[src/rtl/pm_sleep_pkg.sv]
// Shared types and the per-variant sleep action tables.
// Assumes: action flag vectors are ACT_W bits wide with the positions below.
package pm_sleep_pkg;

    localparam int ACT_W     = 6;
    localparam int ACT_OFF   = 0;
    localparam int ACT_SUSP  = 1;
    localparam int ACT_NV    = 2;
    localparam int ACT_CPU   = 3;
    localparam int ACT_FLUSH = 4;
    localparam int ACT_PCI   = 5;
    localparam int TYPE_W    = 3;
    localparam int STEP_N    = 4;

    typedef enum logic [2:0] {
        ST_IDLE  = 3'd0,
        ST_NVW   = 3'd1,
        ST_CPU   = 3'd2,
        ST_PCI   = 3'd3,
        ST_FLUSH = 3'd4,
        ST_SUSP  = 3'd5,
        ST_OFF   = 3'd6
    } seq_state_e;

    // Action set for a sleep type under a given variant; unlisted types give 0.
    function automatic logic [ACT_W-1:0] sleep_actions(input int variant,
                                                       input logic [TYPE_W-1:0] typ);
        logic [ACT_W-1:0] a;
        a = '0;
        case (variant)
            0: case (typ)
                   3'd0: a = 6'h01;
                   3'd1: a = 6'h2E;
                   3'd2: a = 6'h0A;
                   3'd3: a = 6'h12;
                   3'd4: a = 6'h02;
                   default: a = '0;
               endcase
            1: case (typ)
                   3'd0: a = 6'h02;
                   3'd4: a = 6'h01;
                   default: a = '0;
               endcase
            2: case (typ)
                   3'd1: a = 6'h2E;
                   3'd2: a = 6'h01;
                   3'd4: a = 6'h02;
                   3'd5: a = 6'h0A;
                   3'd6: a = 6'h2A;
                   default: a = '0;
               endcase
            default: a = '0;
        endcase
        return a;
    endfunction

    // First pending step at or after position 'from' (0 nv,1 cpu,2 pci,3 flush), else suspend.
    function automatic seq_state_e first_step(input logic [STEP_N-1:0] pend, input int from);
        seq_state_e r;
        r = ST_SUSP;
        for (int i = STEP_N - 1; i >= 0; i--) begin
            if (i >= from && pend[i]) begin
                case (i)
                    0:       r = ST_NVW;
                    1:       r = ST_CPU;
                    2:       r = ST_PCI;
                    default: r = ST_FLUSH;
                endcase
            end
        end
        return r;
    endfunction

endpackage

[src/rtl/pm_sleep_decode.sv]
// Recognises a sleep request on the upper control byte and looks up its action set.
// Assumes: the sleep-enable bit and type field both live in the same byte lane.
module pm_sleep_decode
    import pm_sleep_pkg::*;
#(
    parameter int VARIANT    = 0,
    parameter int DATA_W     = 8,
    parameter int ADDR_W     = 2,
    parameter int SLP_EN_BIT = 13,
    parameter int TYPE_LSB   = 10
) (
    input  logic              wr_en,
    input  logic [ADDR_W-1:0] wr_addr,
    input  logic [DATA_W-1:0] wr_data,
    input  logic              idle,
    output logic              sleep_go,
    output logic [ACT_W-1:0]  sleep_act,
    output logic              ctrl_hold
);
    localparam int LANE    = SLP_EN_BIT / DATA_W;
    localparam int EN_POS  = SLP_EN_BIT % DATA_W;
    localparam int TY_POS  = TYPE_LSB % DATA_W;

    logic hi_wr;

    // Decode the request and its table entry.
    always_comb begin
        hi_wr     = wr_en && idle && (wr_addr == ADDR_W'(LANE));
        sleep_go  = hi_wr && wr_data[EN_POS];
        sleep_act = sleep_go ? sleep_actions(VARIANT, wr_data[TY_POS +: TYPE_W]) : '0;
        ctrl_hold = sleep_act[ACT_OFF];
    end
endmodule

[src/rtl/pm_ctrl_regs.sv]
// Byte-written control register and sticky wake status register.
// Assumes: control occupies the low lanes of the address space, status the lanes above.
module pm_ctrl_regs #(
    parameter int              DATA_W    = 8,
    parameter int              ADDR_W    = 2,
    parameter int              REG_W     = 16,
    parameter logic [15:0]     CTRL_MASK = 16'h3F07,
    parameter int              WAKE_BIT  = 15
) (
    input  logic              clk,
    input  logic              rst_n,
    input  logic              wr_en,
    input  logic [ADDR_W-1:0] wr_addr,
    input  logic [DATA_W-1:0] wr_data,
    input  logic              idle,
    input  logic              ctrl_hold,
    input  logic              wake_set,
    output logic [REG_W-1:0]  ctrl_q,
    output logic [REG_W-1:0]  status_q
);
    localparam int NLANE     = REG_W / DATA_W;
    localparam int WAKE_ADDR = NLANE + WAKE_BIT / DATA_W;
    localparam int WAKE_POS  = WAKE_BIT % DATA_W;

    logic [REG_W-1:0]  ctrl_r;
    logic              wake_r;
    logic [NLANE-1:0]  lane_we;
    logic              wake_clr;

    // Per-lane write enables; writes only land while the sequencer is idle.
    always_comb begin
        for (int b = 0; b < NLANE; b++) begin
            lane_we[b] = wr_en && idle && !ctrl_hold && (wr_addr == ADDR_W'(b));
        end
        wake_clr = wr_en && idle && (wr_addr == ADDR_W'(WAKE_ADDR)) && wr_data[WAKE_POS];
    end

    // Control register storage, masked per lane.
    always_ff @(posedge clk) begin
        if (!rst_n) begin
            ctrl_r <= '0;
        end else begin
            for (int b = 0; b < NLANE; b++) begin
                if (lane_we[b]) begin
                    ctrl_r[b*DATA_W +: DATA_W] <= wr_data & CTRL_MASK[b*DATA_W +: DATA_W];
                end
            end
        end
    end

    // Sticky wake bit: set on resume, cleared by writing one.
    always_ff @(posedge clk) begin
        if (!rst_n)        wake_r <= 1'b0;
        else if (wake_set) wake_r <= 1'b1;
        else if (wake_clr) wake_r <= 1'b0;
    end

    // Read-back assembly.
    always_comb begin
        ctrl_q           = ctrl_r;
        status_q         = '0;
        status_q[WAKE_BIT] = wake_r;
    end
endmodule

[src/rtl/pm_sleep_seq.sv]
// Issues the ordered one-cycle action strobes and holds the suspended state.
// Assumes: sleep_go is only raised while idle is high.
module pm_sleep_seq
    import pm_sleep_pkg::*;
(
    input  logic             clk,
    input  logic             rst_n,
    input  logic             sleep_go,
    input  logic [ACT_W-1:0] sleep_act,
    input  logic             resume_req,
    output logic             idle,
    output logic             wake_set,
    output logic             power_off,
    output logic             nv_wake_wr,
    output logic             cpu_rst,
    output logic             pci_rst,
    output logic             cache_flush,
    output logic             suspended
);
    seq_state_e        state_q, state_d;
    logic [STEP_N-1:0] pend_q, pend_new;

    // Pending step mask from a fresh action set: nv, cpu, pci, flush.
    always_comb begin
        pend_new[0] = sleep_act[ACT_NV];
        pend_new[1] = sleep_act[ACT_CPU];
        pend_new[2] = sleep_act[ACT_PCI];
        pend_new[3] = sleep_act[ACT_CPU] | sleep_act[ACT_FLUSH];
    end

    // Next-state selection.
    always_comb begin
        state_d = state_q;
        unique case (state_q)
            ST_IDLE: begin
                if (sleep_go) begin
                    if (sleep_act[ACT_OFF])       state_d = ST_OFF;
                    else if (sleep_act[ACT_SUSP]) state_d = first_step(pend_new, 0);
                end
            end
            ST_NVW:   state_d = first_step(pend_q, 1);
            ST_CPU:   state_d = first_step(pend_q, 2);
            ST_PCI:   state_d = first_step(pend_q, 3);
            ST_FLUSH: state_d = ST_SUSP;
            ST_SUSP:  if (resume_req) state_d = ST_IDLE;
            ST_OFF:   state_d = ST_IDLE;
            default:  state_d = ST_IDLE;
        endcase
    end

    // State and pending-mask registers.
    always_ff @(posedge clk) begin
        if (!rst_n) begin
            state_q <= ST_IDLE;
            pend_q  <= '0;
        end else begin
            state_q <= state_d;
            if (state_q == ST_IDLE && sleep_go) pend_q <= pend_new;
        end
    end

    // Strobes decoded from the current state.
    always_comb begin
        idle        = (state_q == ST_IDLE);
        power_off   = (state_q == ST_OFF);
        nv_wake_wr  = (state_q == ST_NVW);
        cpu_rst     = (state_q == ST_CPU);
        pci_rst     = (state_q == ST_PCI);
        cache_flush = (state_q == ST_FLUSH);
        suspended   = (state_q == ST_SUSP);
        wake_set    = suspended && resume_req;
    end
endmodule

[src/rtl/pm_sleep_ctrl.sv]
// Top: control/status registers, sleep decoder and action sequencer.
// Assumes: one byte write per cycle; resume_req synchronous to clk.
module pm_sleep_ctrl
    import pm_sleep_pkg::*;
#(
    parameter int VARIANT = 0,
    parameter int DATA_W  = 8,
    parameter int ADDR_W  = 2,
    parameter int REG_W   = 16
) (
    input  logic              clk,
    input  logic              rst_n,
    input  logic              wr_en,
    input  logic [ADDR_W-1:0] wr_addr,
    input  logic [DATA_W-1:0] wr_data,
    input  logic              resume_req,
    output logic [REG_W-1:0]  ctrl_q,
    output logic [REG_W-1:0]  status_q,
    output logic              power_off,
    output logic              nv_wake_wr,
    output logic              cpu_rst,
    output logic              pci_rst,
    output logic              cache_flush,
    output logic              suspended
);
    logic             idle;
    logic             sleep_go;
    logic [ACT_W-1:0] sleep_act;
    logic             ctrl_hold;
    logic             wake_set;

    pm_sleep_decode #(
        .VARIANT (VARIANT),
        .DATA_W  (DATA_W),
        .ADDR_W  (ADDR_W)
    ) u_decode (
        .wr_en     (wr_en),
        .wr_addr   (wr_addr),
        .wr_data   (wr_data),
        .idle      (idle),
        .sleep_go  (sleep_go),
        .sleep_act (sleep_act),
        .ctrl_hold (ctrl_hold)
    );

    pm_ctrl_regs #(
        .DATA_W (DATA_W),
        .ADDR_W (ADDR_W),
        .REG_W  (REG_W)
    ) u_regs (
        .clk       (clk),
        .rst_n     (rst_n),
        .wr_en     (wr_en),
        .wr_addr   (wr_addr),
        .wr_data   (wr_data),
        .idle      (idle),
        .ctrl_hold (ctrl_hold),
        .wake_set  (wake_set),
        .ctrl_q    (ctrl_q),
        .status_q  (status_q)
    );

    pm_sleep_seq u_seq (
        .clk         (clk),
        .rst_n       (rst_n),
        .sleep_go    (sleep_go),
        .sleep_act   (sleep_act),
        .resume_req  (resume_req),
        .idle        (idle),
        .wake_set    (wake_set),
        .power_off   (power_off),
        .nv_wake_wr  (nv_wake_wr),
        .cpu_rst     (cpu_rst),
        .pci_rst     (pci_rst),
        .cache_flush (cache_flush),
        .suspended   (suspended)
    );
endmodule

[config.mk]
export PLATFORM = sky130hd
export DESIGN_NAME = pm_sleep_ctrl
export DESIGN_NICKNAME = d
export VERILOG_FILES = /design/src/rtl/pm_sleep_pkg.sv /design/src/rtl/pm_sleep_decode.sv /design/src/rtl/pm_ctrl_regs.sv /design/src/rtl/pm_sleep_seq.sv /design/src/rtl/pm_sleep_ctrl.sv
export SDC_FILE = /design/constraint.sdc
export NUM_CORES = 1
export LEC_CHECK = 0
export BUFFER_PORTS_ARGS = -buffer_cell sky130_fd_sc_hd__buf_2
export CAP_MARGIN = 30
export CORE_MARGIN = 8
export CORE_UTILIZATION = 42
export DETAILED_ROUTE_END_ITERATION = 8
export HOLD_SLACK_MARGIN = 0.12
export PLACE_DENSITY = 0.87
export SYNTH_ARGS = -nofsm -noshare
export SYNTH_HDL_FRONTEND = slang
export SYNTH_HIERARCHICAL = 1
export SYNTH_SLANG_ARGS = --single-unit
[constraint.sdc]
create_clock -name clk -period 2.4 [get_ports clk]
set_input_delay 0.12 -clock clk [delete_from_list [all_inputs] [get_ports clk]]
set_output_delay 0.12 -clock clk [all_outputs]
set_load 0.01 [all_outputs]
# == Yosys cells after proc, flatten, opt, wreduce, memory -nomap -nowiden ==
# Index checks and enable logic that the tools add are counted.
# totals
wordCells,53
inputBits,14
reg_bits,17
# op_classes
eq_ne,15
bitwise,1
reduce_logical,16
n_mux,16
# op_table
operator,n
$pmux W6 S5,1
$mux W3,9
$pmux W3 S6,1
$eq A3 B2 Y1 const B,4
$eq A3 B3 Y1 const B,4
$logic_and A1 B1 Y1,10
$eq A3 B1 Y1 const B,2
$logic_not A3 Y1,2
$mux W6,1
$mux W1,4
$ne A3 B3 Y1 const B,1
$reduce_and A3 Y1,1
$eq A2 B1 Y1 const B,1
$eq A2 B2 Y1 const B,1
$logic_not A2 Y1,1
$ne A2 B1 Y1 const B,1
$ne A2 B2 Y1 const B,1
$reduce_bool A2 Y1,1
$logic_not A1 Y1,1
$or A1 B1 Y1,1

# == Logic depth before layout (Yosys ltp) ==
# logic_depth
ltp_word,14
mapped_depth,9
ltp_nobuf,7

# == Hierarchy ==
# Netlist, hierarchy kept.
# by_module_without_submodules
mod,instances,area_per_inst_um2,cells_per_inst
pm_ctrl_regs,1,601.8,66
pm_sleep_seq,1,441.7,56
pm_sleep_decode,1,125.1,16

# == Worst setup path after synthesis ==
# OpenSTA, ideal clock, no wires.
# synth_timing
kind,flip-flop to flip-flop
start,register u_seq.state_q[1]
end,register u_seq.state_q[1]
path_buffers,2
stages_incl_launch_ff,9
setup_ns,0.061
arrival_ns,2.240
path_slack_ns,0.099
period_less_slack_ns,2.301
cell_sequence,dfxtp_1 > buf_6 > nor3_4 > nand2_1 > nor4_1 > buf_4 > o21ai_0 > a21oi_1 > and4_1
# synth_between
word_cells_on_any_way,21
cone_classes,8 x eq/ne; 8 x mux; 5 x reduce/logical
# synth_rtl
item,line,source
"start, declared",pm_sleep_seq.sv:20,"seq_state_e state_q, state_d;"
"start signal, assigned",pm_sleep_seq.sv:57,state_q <= state_d;
$logic_not A3 Y1 (*),pm_sleep_seq.sv:64,idle = (state_q == ST_IDLE);
net idle,pm_sleep_ctrl.sv:26,logic idle;
$logic_and A1 B1 Y1 (*) (2 in a row),pm_sleep_decode.sv:28,hi_wr = wr_en && idle && (wr_addr == ADDR_W'(LANE));
$logic_and A1 B1 Y1 (*),pm_sleep_decode.sv:29,sleep_go = hi_wr && wr_data[EN_POS];
$mux W6 (*),pm_sleep_decode.sv:30,"sleep_act = sleep_go ? sleep_actions(VARIANT, wr_data[TY_POS +: TYPE_W]) : '0;"
net ctrl_hold,pm_sleep_ctrl.sv:29,logic ctrl_hold;
$mux W3,pm_sleep_seq.sv:37,if (sleep_act[ACT_OFF]) state_d = ST_OFF;
$mux W3,pm_sleep_seq.sv:36,if (sleep_go) begin
$pmux W3 S6,pm_sleep_seq.sv:34,unique case (state_q)
# Mark *: on every way through the listed nets, which the timed path passes. The rest lies on a longest branch. The select of a mux whose other input is x is not followed.
# A chain may end at the register's enable or synchronous reset.

# == Final worst setup path ==
# layout_timing
start,register u_seq.state_q[1]
end,register u_seq.state_q[2]
# The elaborated chain is that of the path after synthesis.

==> results.sh <==
export IMPL_status="completed"
export IMPL_dr_pass1_iters=4
export IMPL_synth_edf_count=0
export IMPL_wl_um=2420
export IMPL_netlist_area_leader_share_pct=27.4
export IMPL_fp_dieW_um=68.8
export IMPL_nFillCells=279
export IMPL_hold_viol=0
export IMPL_synthFlopType="dfxtp_1"
export IMPL_htree_levels=1
export IMPL_cp_required_ns=2.62
export IMPL_antenna_found_initial=0
export IMPL_crit_slowest_cell="dfxtp_1"
export IMPL_seq_area_frac_synth_pct=27.4
export IMPL_cap_violations=0
export IMPL_numPortBuffers=28
export IMPL_die_y_um=68.8
export IMPL_syn_area_per_cell_um2=8.47
export IMPL_synthTopCellsByArea="dfxtp_1, buf_4, mux2i_1"
export IMPL_multiInputGateArea_um2=677
export IMPL_clk_latency_ns=0.29
export IMPL_rsz0062_at_grt="false"
export IMPL_drive_gt1_share_pct=25.0
export IMPL_final_nets=183
export IMPL_synth_top_area_cell="dfxtp_1"
export IMPL_min_period_ns=2.02
export IMPL_finish_instance_area_um2=1300
export IMPL_maxSlewViolCount=0
export IMPL_clk_path_buf_depth=2
export IMPL_drt_iter0_markers=15
export IMPL_critical_path_top_delay_family="simple AND/OR/NAND/NOR gates"
export IMPL_ys_warn_count=6
export IMPL_crit_chain="nor3_4, nand2_1, nor4_1, buf_4, o21ai_0, a21oi_1, nand2_1, o21ai_0"
export IMPL_core_area_um2=2710
export IMPL_first_global_vias=944
export IMPL_cp_slowest_stage_delay_ns=0.43
export IMPL_min_path_type="primary input to register"
export IMPL_worstMarginPinSlew_ns=0.507
export IMPL_critPathBufInv=1
export IMPL_dpl_cell_area_um2=1210
export IMPL_final_setup_viol_count=0
export IMPL_worstPathMaxFanout=10
export IMPL_dpl_worst_slack_ns=0.394
export IMPL_grt_max_degree=24
export IMPL_routabilityCongestion=0.809
export IMPL_wl_per_cell_um=12.2
export IMPL_synth_cells=138
export IMPL_ir_drop_mv=0.316
export IMPL_viasPerCell=4.71
export IMPL_cts_made_buffers=3
export IMPL_clkSinkCount=16
export IMPL_critPathLaunchType="register"
export IMPL_synthesis_area_um2=1170
export IMPL_p_leak_nw=0.590
export IMPL_cts_root_buffer="clkbuf_4"
export IMPL_io_pins=52
export IMPL_grtUsageTotal_pct=10.7
export IMPL_ys_ff_latch=16
export IMPL_end_kind="register"
export IMPL_die_area_um2=4730
export IMPL_arrival_ns=2.24
export IMPL_clock_fmax_mhz=496
export IMPL_post_route_period_util_pct=84.0
export IMPL_fp_row_count=19
export IMPL_num_vias=937
export IMPL_drtAntennaViolNets=0
export IMPL_cts_tree="yes"
export IMPL_syn2layout_area_growth_pct=11.2
export IMPL_drc=0
export IMPL_fin_ws_ns=0.385
export IMPL_slew_headroom_pct=66.0
export IMPL_hpwl_um=1850
export IMPL_antennaDiodeCount=0
export IMPL_cts_clk_slew_worst_paths_ns=0.10
export IMPL_path_class="register to register"
export IMPL_postSynth_asyncResetShare_pct=0
export IMPL_postCtsSetupBuffers=0
export IMPL_initial_core_util_pct=43.1
export IMPL_grt_ovfl_total=0
export IMPL_tns_ns=0
export IMPL_clock_skew_ns=0.00674
export IMPL_seqCellArea_um2=320
export IMPL_grt_pass1_wl_um=3980
export IMPL_ys_types=38
export IMPL_power_uw=710
export IMPL_power_density_nw_per_um2=546
cells in the mapped netlist (3+ instances only):
master    n
a21oi_1   4
inv_1     4
dfxtp_1  16
buf_6     3
nand2_1  23
buf_4    25
nor2b_1   3
mux2i_1  11
o21ai_0   5
nor3_1    9
nor2_1    4
layout make-up:
type / count / area share (%)
repair buffers: 36 / 16.4
flip-flops and latches: 16 / 24.6
multi-input cells: 108 / 52.1
clock buffers: 4 / 2.79
well taps: 31 / 2.98
inverters: 4 / 1.15
sequential cells by signal, summed over array words and instances, names as in the netlist:
signal,flops
u_regs/ctrl_q,9
u_regs/wake_r,1
u_seq/pend_q,3
u_seq/state_q,3
layout by cell type (no fill, tap or decap), types with 2 or more instances in the layout:
cell type,synthesis,routed
dlygate4sd3_1,0,5
dfxtp_1,16,16
nor2b_1,3,3
inv_1,4,4
nand2b_1,2,2
nand2_1,23,23
o21ai_0,5,5
nor2_1,4,4
buf_4,25,3
buf_2,2,28
nor3_4,2,2
mux2i_1,11,11
nor3_1,9,9
a21oi_1,4,4
conb_1,1,22
and2_1,2,2
clkbuf_4,0,3
cell families after synthesis:
kind of cell	count (synthesis)	share of synthesized area, %
AOI/OAI and AO/OA	17	9.96
xor gates and xnor gates	1	0.750
buffers and inverters	35	21.4
DFF	16	27.4
muxes	11	9.42
other	1	0.321
and+or+nand+nor	57	30.7
per-stage QoR:
| stage | cells | util, % | hold slack [ns] |
|---|---|---|---|
| 5_1_grt | 199 | 48.0 | 0.196 |
| 6_report | 199 | 48.0 | 0.173 |
| 2_1_floorplan | 159 | - | 0.229 |
| 3_5_place_dp | 190 | 44.8 | 0.409 |
| 3_3_place_gp | 190 | 44.8 | 0.402 |
| 4_1_cts | 199 | 48.0 | 0.152 |
tightest hold or removal path: cells and delay by family:
family,cells,cell delay (ns)
buffers and inverters,1,0.14
multiplexers,1,0.07
AND/OR/NAND/NOR,1,0.08
layer usage:
layer | vias to the layer above | GRT usage (%) | share of wire [%]
li1 | 489 | - | -
met1 | 419 | 11.4 | 40
met2 | 25 | 19.6 | 52
met3 | 4 | 2.26 | 6.3
met4 | 0 | 5.26 | 1.1
met5 | - | 0 | 0
what timing repair did:
action | 4_1_cts | 5_1_grt
endpoints found under the hold margin | 7 | 0
hold buffers | 5 | 0
gates resized for setup | 0 | 0
power by group:
group,internal (mW),total [mW],switching (mW)
clock network,0.0924,0.179,0.0871
registers,0.283,0.305,0.0223
logic,0.0929,0.225,0.132
path summary, 6_finish.rpt:
path | cells after the start | startpoint | endpoint | slack, ns
worst min-delay path | 3 | wr_data[2] | u_regs/ctrl_q[10]$_SDFFE_PN0P_ | 0.17
worst max register to register | 8 | u_seq/state_q[1]$_SDFFE_PN0P_ | u_seq/state_q[2]$_SDFFE_PN0P_ | 0.38
worst min register to register | 2 | u_regs/ctrl_q[11]$_SDFFE_PN0P_ | u_regs/ctrl_q[11]$_SDFFE_PN0P_ | 0.46
worst max-delay path | 8 | u_seq/state_q[1]$_SDFFE_PN0P_ | u_seq/state_q[2]$_SDFFE_PN0P_ | 0.38
Power figures use the tool's default switching activity.
